==> src/rtl/nfs_pkg.sv <==
package nfs_pkg;
    typedef enum logic [2:0] {
        S_IDLE, S_DECODE, S_WAIT, S_XFER, S_FINISH
    } seq_state_t;

    typedef enum logic [2:0] {
        K_NONE, K_CMD, K_ADDR, K_WBUF, K_RBUF, K_WREG, K_RREG
    } phase_kind_t;

    localparam int OP_W   = 4;
    localparam int PG_W   = 18;
    localparam int ROWX_W = 32;
endpackage

==> src/rtl/nfs_slot_dec.sv <==
module nfs_slot_dec
    import nfs_pkg::*;
#(
    parameter int CNT_W = 12
) (
    input  logic [OP_W-1:0]  op,
    input  logic             large_page,
    input  logic [1:0]       addr_len,
    input  logic [CNT_W-1:0] byte_cnt,
    input  logic             two_byte,
    output phase_kind_t      kind,
    output logic [CNT_W-1:0] nbytes,
    output logic             need_wait,
    output logic [1:0]       cmd_sel,
    output logic             is_end
);
    logic [CNT_W-1:0] reg_len;
    assign reg_len = two_byte ? CNT_W'(2) : CNT_W'(1);

    always_comb begin
        kind      = K_NONE;
        nbytes    = '0;
        need_wait = 1'b0;
        cmd_sel   = 2'd0;
        is_end    = 1'b0;
        unique case (op)
            4'h0: is_end = 1'b1;
            4'h1: begin kind = K_ADDR; nbytes = large_page ? CNT_W'(2) : CNT_W'(1); end
            4'h2: begin kind = K_ADDR; nbytes = CNT_W'(addr_len) + CNT_W'(1); end
            4'h3: begin kind = K_ADDR; nbytes = CNT_W'(1); end
            4'h4, 4'h5, 4'h6, 4'h7: begin
                kind = K_CMD; nbytes = CNT_W'(1); cmd_sel = op[1:0];
            end
            4'h8: begin kind = K_WBUF; nbytes = byte_cnt; end
            4'h9: begin kind = K_WREG; nbytes = reg_len; end
            4'hA: begin kind = K_RBUF; nbytes = byte_cnt; end
            4'hB: begin kind = K_RREG; nbytes = reg_len; end
            4'hC: begin kind = K_CMD; nbytes = CNT_W'(1); need_wait = 1'b1; cmd_sel = 2'd0; end
            4'hD: begin kind = K_CMD; nbytes = CNT_W'(1); need_wait = 1'b1; cmd_sel = 2'd1; end
            4'hE: begin kind = K_RBUF; nbytes = byte_cnt; need_wait = 1'b1; end
            4'hF: begin kind = K_RREG; nbytes = reg_len; need_wait = 1'b1; end
        endcase
    end
endmodule

==> src/rtl/nfs_addr_gen.sv <==
module nfs_addr_gen
    import nfs_pkg::*;
#(
    parameter int BLK_W = 24
) (
    input  logic [1:0]       akind,
    input  logic [1:0]       bidx,
    input  logic             large_page,
    input  logic [PG_W-1:0]  pg_addr,
    input  logic [BLK_W-1:0] blk_addr,
    input  logic [7:0]       user_addr,
    output logic [7:0]       abyte
);
    localparam int ROW_W = BLK_W + 6;

    logic [ROW_W-1:0]  row;
    logic [ROWX_W-1:0] row_x;
    logic [7:0]        col_hi;

    always_comb begin
        if (large_page) begin
            row    = {blk_addr, pg_addr[17:12]};
            col_hi = {4'b0, pg_addr[11:8]};
        end else begin
            row    = {1'b0, blk_addr, pg_addr[14:10]};
            col_hi = {6'b0, pg_addr[9:8]};
        end
        row_x = ROWX_W'(row);
        unique case (akind)
            2'd1:    abyte = bidx[0] ? col_hi : pg_addr[7:0];
            2'd2:    abyte = row_x[8*bidx +: 8];
            default: abyte = user_addr;
        endcase
    end
endmodule

==> src/rtl/nand_seq_top.sv <==
module nand_seq_top
    import nfs_pkg::*;
#(
    parameter int CNT_W    = 12,
    parameter int TO_SHIFT = 2,
    parameter int SLOTS    = 8,
    parameter int BLK_W    = 24
) (
    input  logic                  clk,
    input  logic                  rst_n,
    input  logic                  start,
    input  logic [SLOTS*OP_W-1:0] instr,
    input  logic [31:0]           cmd_bytes,
    input  logic [BLK_W-1:0]      blk_addr,
    input  logic [PG_W-1:0]       pg_addr,
    input  logic [7:0]            user_addr,
    input  logic [CNT_W-1:0]      byte_cnt,
    input  logic                  large_page,
    input  logic [1:0]            addr_len,
    input  logic                  two_byte,
    input  logic [3:0]            wait_limit,
    input  logic [15:0]           reg_wdata,
    output logic [15:0]           reg_rdata,
    output logic                  nand_cle,
    output logic                  nand_ale,
    output logic                  nand_we_n,
    output logic                  nand_re_n,
    output logic [7:0]            nand_dout,
    input  logic [7:0]            nand_din,
    input  logic                  nand_rb_n,
    output logic [CNT_W-1:0]      buf_addr,
    output logic [7:0]            buf_wdata,
    output logic                  buf_we,
    input  logic [7:0]            buf_rdata,
    output logic                  busy,
    output logic                  done,
    output logic                  timeout
);
    localparam int PROG_W = SLOTS * OP_W;
    localparam int SLOT_W = $clog2(SLOTS + 1);
    localparam int WC_W   = 4 + TO_SHIFT + 1;

    seq_state_t       state, state_nx;
    logic [PROG_W-1:0] prog;
    logic [SLOT_W-1:0] slot;
    logic [CNT_W-1:0]  idx;
    logic              ph;
    logic [WC_W-1:0]   wcnt;
    logic              tout;
    logic [15:0]       rdreg;

    logic [OP_W-1:0]  cur_op;
    phase_kind_t      kind;
    logic [CNT_W-1:0] nbytes;
    logic             need_wait, is_end;
    logic [1:0]       cmd_sel;
    logic [7:0]       abyte;
    logic [WC_W-1:0]  wait_lim;
    logic             prog_end, last_byte, wait_exp, advance, low_ph;

    assign cur_op    = prog[PROG_W-1 -: OP_W];
    assign wait_lim  = (WC_W'(wait_limit) + WC_W'(1)) << TO_SHIFT;
    assign prog_end  = is_end || (slot == SLOT_W'(SLOTS));
    assign last_byte = (idx == nbytes - CNT_W'(1));
    assign wait_exp  = (wcnt == wait_lim - WC_W'(1));

    nfs_slot_dec #(.CNT_W(CNT_W)) dec_i (
        .op(cur_op), .large_page(large_page), .addr_len(addr_len),
        .byte_cnt(byte_cnt), .two_byte(two_byte), .kind(kind),
        .nbytes(nbytes), .need_wait(need_wait), .cmd_sel(cmd_sel), .is_end(is_end)
    );

    nfs_addr_gen #(.BLK_W(BLK_W)) agen_i (
        .akind(cur_op[1:0]), .bidx(idx[1:0]), .large_page(large_page),
        .pg_addr(pg_addr), .blk_addr(blk_addr), .user_addr(user_addr), .abyte(abyte)
    );

    // next-state decision
    always_comb begin
        state_nx = state;
        advance  = 1'b0;
        unique case (state)
            S_IDLE:   if (start) state_nx = S_DECODE;
            S_DECODE: begin
                if (prog_end)            state_nx = S_FINISH;
                else if (need_wait)      state_nx = S_WAIT;
                else if (nbytes == '0)   advance  = 1'b1;
                else                     state_nx = S_XFER;
            end
            S_WAIT: begin
                if (nand_rb_n) begin
                    if (nbytes == '0) begin state_nx = S_DECODE; advance = 1'b1; end
                    else state_nx = S_XFER;
                end else if (wait_exp) state_nx = S_FINISH;
            end
            S_XFER: if (ph && last_byte) begin state_nx = S_DECODE; advance = 1'b1; end
            S_FINISH: state_nx = S_IDLE;
            default:  state_nx = S_IDLE;
        endcase
    end

    // state register and sequencing datapath
    always_ff @(posedge clk) begin
        if (!rst_n) begin
            state <= S_IDLE;
            prog  <= '0;
            slot  <= '0;
            idx   <= '0;
            ph    <= 1'b0;
            wcnt  <= '0;
            tout  <= 1'b0;
            rdreg <= '0;
        end else begin
            state <= state_nx;
            if (state == S_IDLE && start) begin
                prog <= instr;
                slot <= '0;
                tout <= 1'b0;
            end
            if (advance) begin
                prog <= prog << OP_W;
                slot <= slot + SLOT_W'(1);
            end
            if (state == S_DECODE) begin
                wcnt <= '0;
                idx  <= '0;
                ph   <= 1'b0;
            end
            if (state == S_WAIT && !nand_rb_n) begin
                wcnt <= wcnt + WC_W'(1);
                if (wait_exp) tout <= 1'b1;
            end
            if (state == S_XFER) begin
                ph <= !ph;
                if (ph) idx <= last_byte ? '0 : idx + CNT_W'(1);
                if (!ph && kind == K_RREG) begin
                    if (idx[0]) rdreg[15:8] <= nand_din;
                    else        rdreg       <= {8'h00, nand_din};
                end
            end
        end
    end

    // outputs
    always_comb begin
        low_ph    = (state == S_XFER) && !ph;
        nand_cle  = (state == S_XFER) && (kind == K_CMD);
        nand_ale  = (state == S_XFER) && (kind == K_ADDR);
        nand_we_n = !(low_ph && (kind inside {K_CMD, K_ADDR, K_WBUF, K_WREG}));
        nand_re_n = !(low_ph && (kind inside {K_RBUF, K_RREG}));
        unique case (kind)
            K_CMD:   nand_dout = cmd_bytes[31 - 8*cmd_sel -: 8];
            K_ADDR:  nand_dout = abyte;
            K_WBUF:  nand_dout = buf_rdata;
            K_WREG:  nand_dout = idx[0] ? reg_wdata[15:8] : reg_wdata[7:0];
            default: nand_dout = 8'h00;
        endcase
        buf_addr  = idx;
        buf_wdata = nand_din;
        buf_we    = low_ph && (kind == K_RBUF);
        busy      = (state != S_IDLE);
        done      = (state == S_FINISH);
        timeout   = tout;
        reg_rdata = rdreg;
    end

    AST_WE_ONE_LOW: assert property (@(posedge clk) disable iff (!rst_n) !nand_we_n |=> nand_we_n);
    AST_RE_ONE_LOW: assert property (@(posedge clk) disable iff (!rst_n) !nand_re_n |=> nand_re_n);
    AST_STROBE_EXCL: assert property (@(posedge clk) disable iff (!rst_n) nand_we_n || nand_re_n);
    AST_DONE_PULSE: assert property (@(posedge clk) disable iff (!rst_n) done |=> !done);
    AST_TOUT_ENDS: assert property (@(posedge clk) disable iff (!rst_n) $rose(timeout) |-> done);
    AST_IDLE_QUIET: assert property (@(posedge clk) disable iff (!rst_n)
        !busy |-> (nand_we_n && nand_re_n && !nand_cle && !nand_ale));
endmodule

==> config.mk <==
export PLATFORM = sky130hd
export DESIGN_NAME = nand_seq_top
export DESIGN_NICKNAME = d
export VERILOG_FILES = /design/src/rtl/nfs_pkg.sv /design/src/rtl/nfs_slot_dec.sv /design/src/rtl/nfs_addr_gen.sv /design/src/rtl/nand_seq_top.sv
export SDC_FILE = /design/constraint.sdc
export NUM_CORES = 1
export LEC_CHECK = 0
export BUFFER_PORTS_ARGS = -buffer_cell sky130_fd_sc_hd__buf_2
export CAP_MARGIN = 5
export CORE_AREA = 2 2 141 143
export CTS_CLUSTER_SIZE = 20
export DETAILED_ROUTE_END_ITERATION = 8
export DIE_AREA = 0 0 143 145
export SLEW_MARGIN = 10
export SYNTH_ARGS = -nofsm -noshare
export SYNTH_HDL_FRONTEND = slang
export SYNTH_HIERARCHICAL = 1
export SYNTH_SLANG_ARGS = --single-unit
==> constraint.sdc <==
create_clock -name clk -period 4.21 [get_ports clk]
set_input_delay 0.842 -clock clk [delete_from_list [all_inputs] [get_ports clk]]
set_output_delay 0.842 -clock clk [all_outputs]
set_load 0.1 [all_outputs]
* After elaboration in Yosys (flattened, before gate mapping)
Index checks and enable logic that the tools add are counted.
** Word-level totals
- Output and inout bits :: 52
- Word-level logic and storage cells :: 137
- Input port bits :: 170
- Register bits :: 76
** Operators by class
- Eq/ne operators :: 34
- Bitwise gates (word level) :: 2
- Shift operators :: 2
- Reductions and logical operators :: 37
- Add/subtract/negate cells :: 8
- Multiplexer cells :: 44
** Operator list (number)
- $mux W32 :: 2
- $pmux W12 S5 :: 1
- $mux W12 :: 4
- $shiftx A39 B33 Y8 :: 1
- $eq A4 B4 Y1 const B :: 9
- $pmux W8 S4 :: 1
- $shiftx A32 B6 Y8 :: 1
- $mux W30 :: 1
- $mux W8 :: 3
- $mux W3 :: 7
- $pmux W3 S6 :: 1
- $eq A4 B3 Y1 const B :: 4
- $pmux W8 S2 :: 1
- $mux W7 :: 2
- $add A12 B1 Y12 const B :: 1
- $eq A12 B12 Y1 :: 1
- $eq A3 B2 Y1 const B :: 4
- $eq A3 B3 Y1 const B :: 4
- $logic_not A12 Y1 :: 1
- $mux W1 :: 12
- $mux W4 :: 3
- $pmux W3 S4 :: 1
- $sub A12 B1 Y12 const B :: 1
- $logic_and A1 B1 Y1 :: 10
- 34 further kinds :: 51

* Longest topological paths before layout
- Depth after elaboration :: 9
- Depth in mapped cells :: 14
- Gate-level depth less buffers :: 13

* Modules after synthesis
The synthesis kept the hierarchy.
** Modules (own cells, without submodules)
- nand_seq_top :: area each 4685.7 um^2, seq. area each 1521.5 um^2, instances 1, cells an instance 561
- nfs_addr_gen :: area each 723.2 um^2, seq. area each 0.0 um^2, instances 1, cells an instance 75
- nfs_slot_dec :: area each 287.8 um^2, seq. area each 0.0 um^2, instances 1, cells an instance 46

* Worst setup path after synthesis
OpenSTA, ideal clock, no wires.
- Kind :: register -> output
- Start point :: reg idx[0], in the netlist buf_addr[0]
- End point :: out nand_dout[4]
- Data arrival time :: 3.658 ns
- Stages on the path, launching flop included :: 10
- Setup slack :: -0.290 ns
- Required time :: 3.368 ns
- Buffers on the path :: 3
- Cell sequence :: dfxtp_1 buf_6 buf_12 buf_8 a211oi_1 o31a_1 o221ai_1 mux2_2 a22oi_1 o22ai_1
** On the way
- Longest elaborated chain between the ends :: 3
- Elaborated cells on any way between the ends :: 5
- Classes of those cells :: 1 x shift; 4 x mux
** Ends and longest elaborated chain
- start, declared :: line nand_seq_top.sv:46 : logic [CNT_W-1:0] idx;
- start signal, assigned :: line nand_seq_top.sv:135 : if (ph) idx <= last_byte ? '0 : idx + CNT_W'(1);
- $shiftx A32 B6 Y8 / $mux W8 (equally long branches) :: line nfs_addr_gen.sv:31, nfs_addr_gen.sv:30
- $pmux W8 S2 (*) :: line nfs_addr_gen.sv:29 : unique case (akind)
- via abyte[4] :: line nand_seq_top.sv:57 : logic [7:0] abyte;
- $pmux W8 S4 (*) :: line nand_seq_top.sv:151 : unique case (kind)
- end, declared :: line nand_seq_top.sv:28 : output logic [7:0] nand_dout,
Mark *: on every way through the listed nets, which the timed path passes. The rest lies on a longest branch.

* Worst setup path after layout
- Start point :: in addr_len[0]
- End point :: reg prog[24]
** On the way
- Longest elaborated chain between the ends :: 8
- Elaborated cells on any way between the ends :: 14
- Classes of those cells :: 2 x add/sub; 1 x eq/ne; 8 x mux; 3 x reduce/logical
** Ends and longest elaborated chain
- start, declared :: line nand_seq_top.sv:19 : input logic [1:0] addr_len,
- $add A2 B1 Y3 (*) :: line nfs_slot_dec.sv:29 : 4'h2: begin kind = K_ADDR; nbytes = CNT_W'(addr_len) + CNT_W'(1); end
- $pmux W12 S5 (*) :: line nfs_slot_dec.sv:26 : unique case (op)
- via nbytes[1] :: line nand_seq_top.sv:54 : logic [CNT_W-1:0] nbytes;
- $sub A12 B1 Y12 / $logic_not A12 Y1 (equally long branches) :: line nand_seq_top.sv:64, nand_seq_top.sv:87, nand_seq_top.sv:92
- $eq A12 B12 Y1 / $mux W1 (equally long branches) :: line nand_seq_top.sv:64, nand_seq_top.sv:87, nand_seq_top.sv:92
- $logic_and A1 B1 Y1 / $mux W1 (equally long branches) :: line nand_seq_top.sv:96, nand_seq_top.sv:86
- $mux W1, on equally long branches :: line nand_seq_top.sv:96, nand_seq_top.sv:85
- $pmux W1 S3 (*) :: line nand_seq_top.sv:82 : unique case (state)
- $mux W32 / $reduce_bool A2 Y1 (equally long branches)
- end signal, assigned :: line nand_seq_top.sv:116 : prog <= instr;
- end signal, assigned :: line nand_seq_top.sv:121 : prog <= prog << OP_W;
- end, declared :: line nand_seq_top.sv:44 : logic [PROG_W-1:0] prog;
Marks and branches as above.
A chain may end at the register's enable or synchronous reset.

==> run summary <==
simple-gate area share of the yosys netlist = 21.13%
Setup WS pre-CTS = -121.8 ps
Ports = 222
Seq/Total Area, Yosys = 26.71%
Yosys reg bits = 76
CTS tree = yes
Synth Area in XOR/XNOR = 3.844%
main combinational cell family by area after synthesis = simple AND/OR/NAND/NOR gates
Top FF cell, synth = dfxtp_1
CP Class = primary input to register
CP cell instances = buf_2, ha_1, nand3b_1, o21ai_0, a22o_1, inv_1, ha_1, or4b_4, o21ai_0, or4bb_1, a2111oi_4, nand4_2, buf_12, buf_12, a21oi_1, a311oi_1
Clock Path Buffers = 2
Syn Nets = 862
syn_area_per_cell = 8.353 um^2
CP Buf/Inv Count = 4
mean number of vias per cell = 5.127
largest net degree at the start of global routing = 60
Post-synth EDFFs = 0
final setup vio count = 0
htree depth = 3
Residual DRC = 0
Storage cell area = 1523 um^2
Post-Synth Adder-Cell Area = 2.196%
Mapped Area = 5697 um^2
DP HPWL = 15180 um
RSZ-0062 raised after global routing = false
compound-cell area share of the yosys netlist = 20.27%
# nets final = 1059
fillers = 2034
Pwr per Cell Area = 547.4 nW/um^2
Crit path max-delay family = simple AND/OR/NAND/NOR gates
Routed WL = 19260 um
Die Y-Extent = 145 um
CP Data Required Time = 4400 ps
Avg WL per Cell = 16.79 um
core area = 19210 um^2
CP Launch Type = primary input
area grow syn2layout = 31.87%
Final min period = 3997 ps
Worst-Margin Slew = 985.6 ps
initial drt markers = 244
number of max-cap violations = 0
slowest stage delay, CP = 550 ps
vias after detailed routing = 5881
Post-synth ARST share = 0%
drt pass-1 iters = 5
Clock Skew = 6.539 ps
status = completed
die area = 20740 um^2
first-pass GRT wire length = 29330 um
CP Data Arrival Time = 4180 ps
Rel. slew slack = 34.29%
CTS buffer count = 9
n_diodes = 0
All-Layer GR Usage = 17.77%
worst hold path type = register to register
TNS Setup = 0 ps
area of the multi-input gates = 3781 um^2
global placement routability congestion = 0.8453
Netlist cell types = 68
Initial Util = 29.66%
worst skew pair latency = 330 ps
grt total ovfl = 0
leakage = 3.191 nW
crit path capture type = register
Ys Warns = 6
final-report hold violation count = 0
mux cell area share after synthesis = 18.56%
Root Buffer = clkbuf_16
VDD IR max = 0.3665 mV
Die W = 143 um
final worst slack = 213.4 ps
I/O Buffers = 221
layout cells sized above 1 = 33.79%
initial antenna violation count = 1
Slew Viols, Final = 0
critical path peak fanout = 33
Max Clk Rate = 250.2 MHz
Worst-path clk slew = 60 ps
clk sinks = 76
Gate Count Post-Synth = 682
Critical Path Slowest Stage Cell = or4bb_1
Cell Rows = 51
vias in the first global route = 5662
post-route ant nets = 0
Final Cycle Share = 94.93%
[final cells by class]
class | instances | share of cell area, %
inverters | 24 | 1.266
clock buffers | 9 | 2.998
flip-flops and latches | 76 | 20.27
clock inverters | 5 | 1.366
repair buffers | 245 | 19.35
multi-input cells | 523 | 50.33
well taps | 265 | 4.414
[power breakdown]
group | internal (mW) | switching, mW | leakage, nW | total, mW
Clock | 0.571 | 0.300 | 0.157 | 0.871
Combinational | 0.894 | 1.42 | 2.42 | 2.31
Sequential | 0.827 | 0.101 | 0.619 | 0.927
Total | 2.29 | 1.82 | 3.19 | 4.11
[routing by layer]
metal / track usage (%) / share of wire (%) / vias up
met2: 31.75 / 49 / 205
met1: 21.40 / 42 / 2734
li1: - / - / 2913
met3: 3.102 / 6.6 / 27
met5: 0 / 0.052 / -
met4: 5.594 / 2.0 / 2
[sequential cells by signal (all words and copies together), names as in the netlist]
| register | cells |
|---|---|
| slot | 4 |
| prog | 32 |
| buf_addr | 12 |
| ph | 1 |
| state | 3 |
| wcnt | 7 |
| reg_rdata | 16 |
| timeout | 1 |
[worst register-to-register path, delay by kind of cell, from the launching register on]
kind,cells,cell delay (ps)
adders and majority gates,1,200
and+or+nand+nor,4,1390
DFF,1,610
AOI/OAI and AO/OA,5,930
buffers and inverters,3,450
[cell usage in the layout (no fill, tap or decap), types with 4 or more instances in the layout]
cell	synthesis	routed
dfxtp_1	76	75
clkbuf_16	0	9
or2_2	4	4
nor4_1	5	5
ha_1	10	10
xor2_1	14	14
a21oi_1	69	69
o21ai_0	17	17
a31oi_1	6	6
buf_2	6	214
nor3_1	17	16
nand3_1	22	22
nor2_1	45	45
mux4_2	19	19
mux2i_1	58	58
inv_1	22	22
and2_1	14	13
and3_1	7	7
nand2b_1	15	15
nand4_1	10	10
nand2_1	69	68
o221ai_1	10	10
buf_12	1	12
a311oi_1	28	28
buf_4	9	19
nor2b_1	8	8
xnor2_1	11	11
[worst paths after layout]
path                                     from       endpoint  slack [ps]  cells past startpoint
worst min-delay path            reg_rdata[12]  reg_rdata[12]         450                      2
worst min register to register  reg_rdata[12]  reg_rdata[12]         450                      2
worst max register to register       prog[31]       prog[24]         490                     13
worst max-delay path              addr_len[0]       prog[24]         210                     16
[stage by stage]
| stage | util [%] | power [mW] | std cells | area (um^2) | hold WS, ps |
|---|---|---|---|---|---|
| floorplan | - | 2.553 | 682 | 5703 | 472.4 |
| global placement | 37.33 | 3.227 | 1132 | 7169 | 436.4 |
| detailed placement | 37.33 | 3.245 | 1132 | 7169 | 442.4 |
| CTS | 39.03 | 4.129 | 1146 | 7497 | 450.1 |
| global route | 39.11 | 4.349 | 1147 | 7512 | 464.2 |
| finish | 39.11 | 4.112 | 1147 | 7512 | 452.3 |
[synth_stat cells (7+ instances only)]
library cell	number	share of area, %
and2_1	14	1.5
mux2i_1	58	10
ha_1	10	2.2
dfxtp_1	76	27
nand2_1	69	4.5
inv_1	22	1.4
nor3_1	17	1.5
a21oi_1	69	6.1
nand3_1	22	1.9
clkbuf_1	34	2.2
buf_4	9	1.2
nor2_1	45	3.0
nand2b_1	15	1.6
o21ai_0	17	1.5
o221ai_1	10	1.5
mux4_2	19	7.5
nand4_1	10	1.1
and3_1	7	0.77
a311oi_1	28	4.3
nor2b_1	8	0.88
xnor2_1	11	1.7
xor2_1	14	2.2
[what timing repair did]
item / 4_1_cts / 5_1_grt
hold buffers: 0 / 0
gates resized for setup: 0 / 2
setup buffers: 0 / 1
setup endpoints to repair: 0 / 7
[cells by family after synthesis]
logic type | Yosys count
adder cells (fa/ha/maj) | 10
multiplexers | 80
AO/OA/AOI/OAI | 170
AND/OR/NAND/NOR | 238
buffers and inverters | 83
flip-flops | 76
XOR/XNOR | 25
Note: power is estimated with default switching activity, not from simulation.
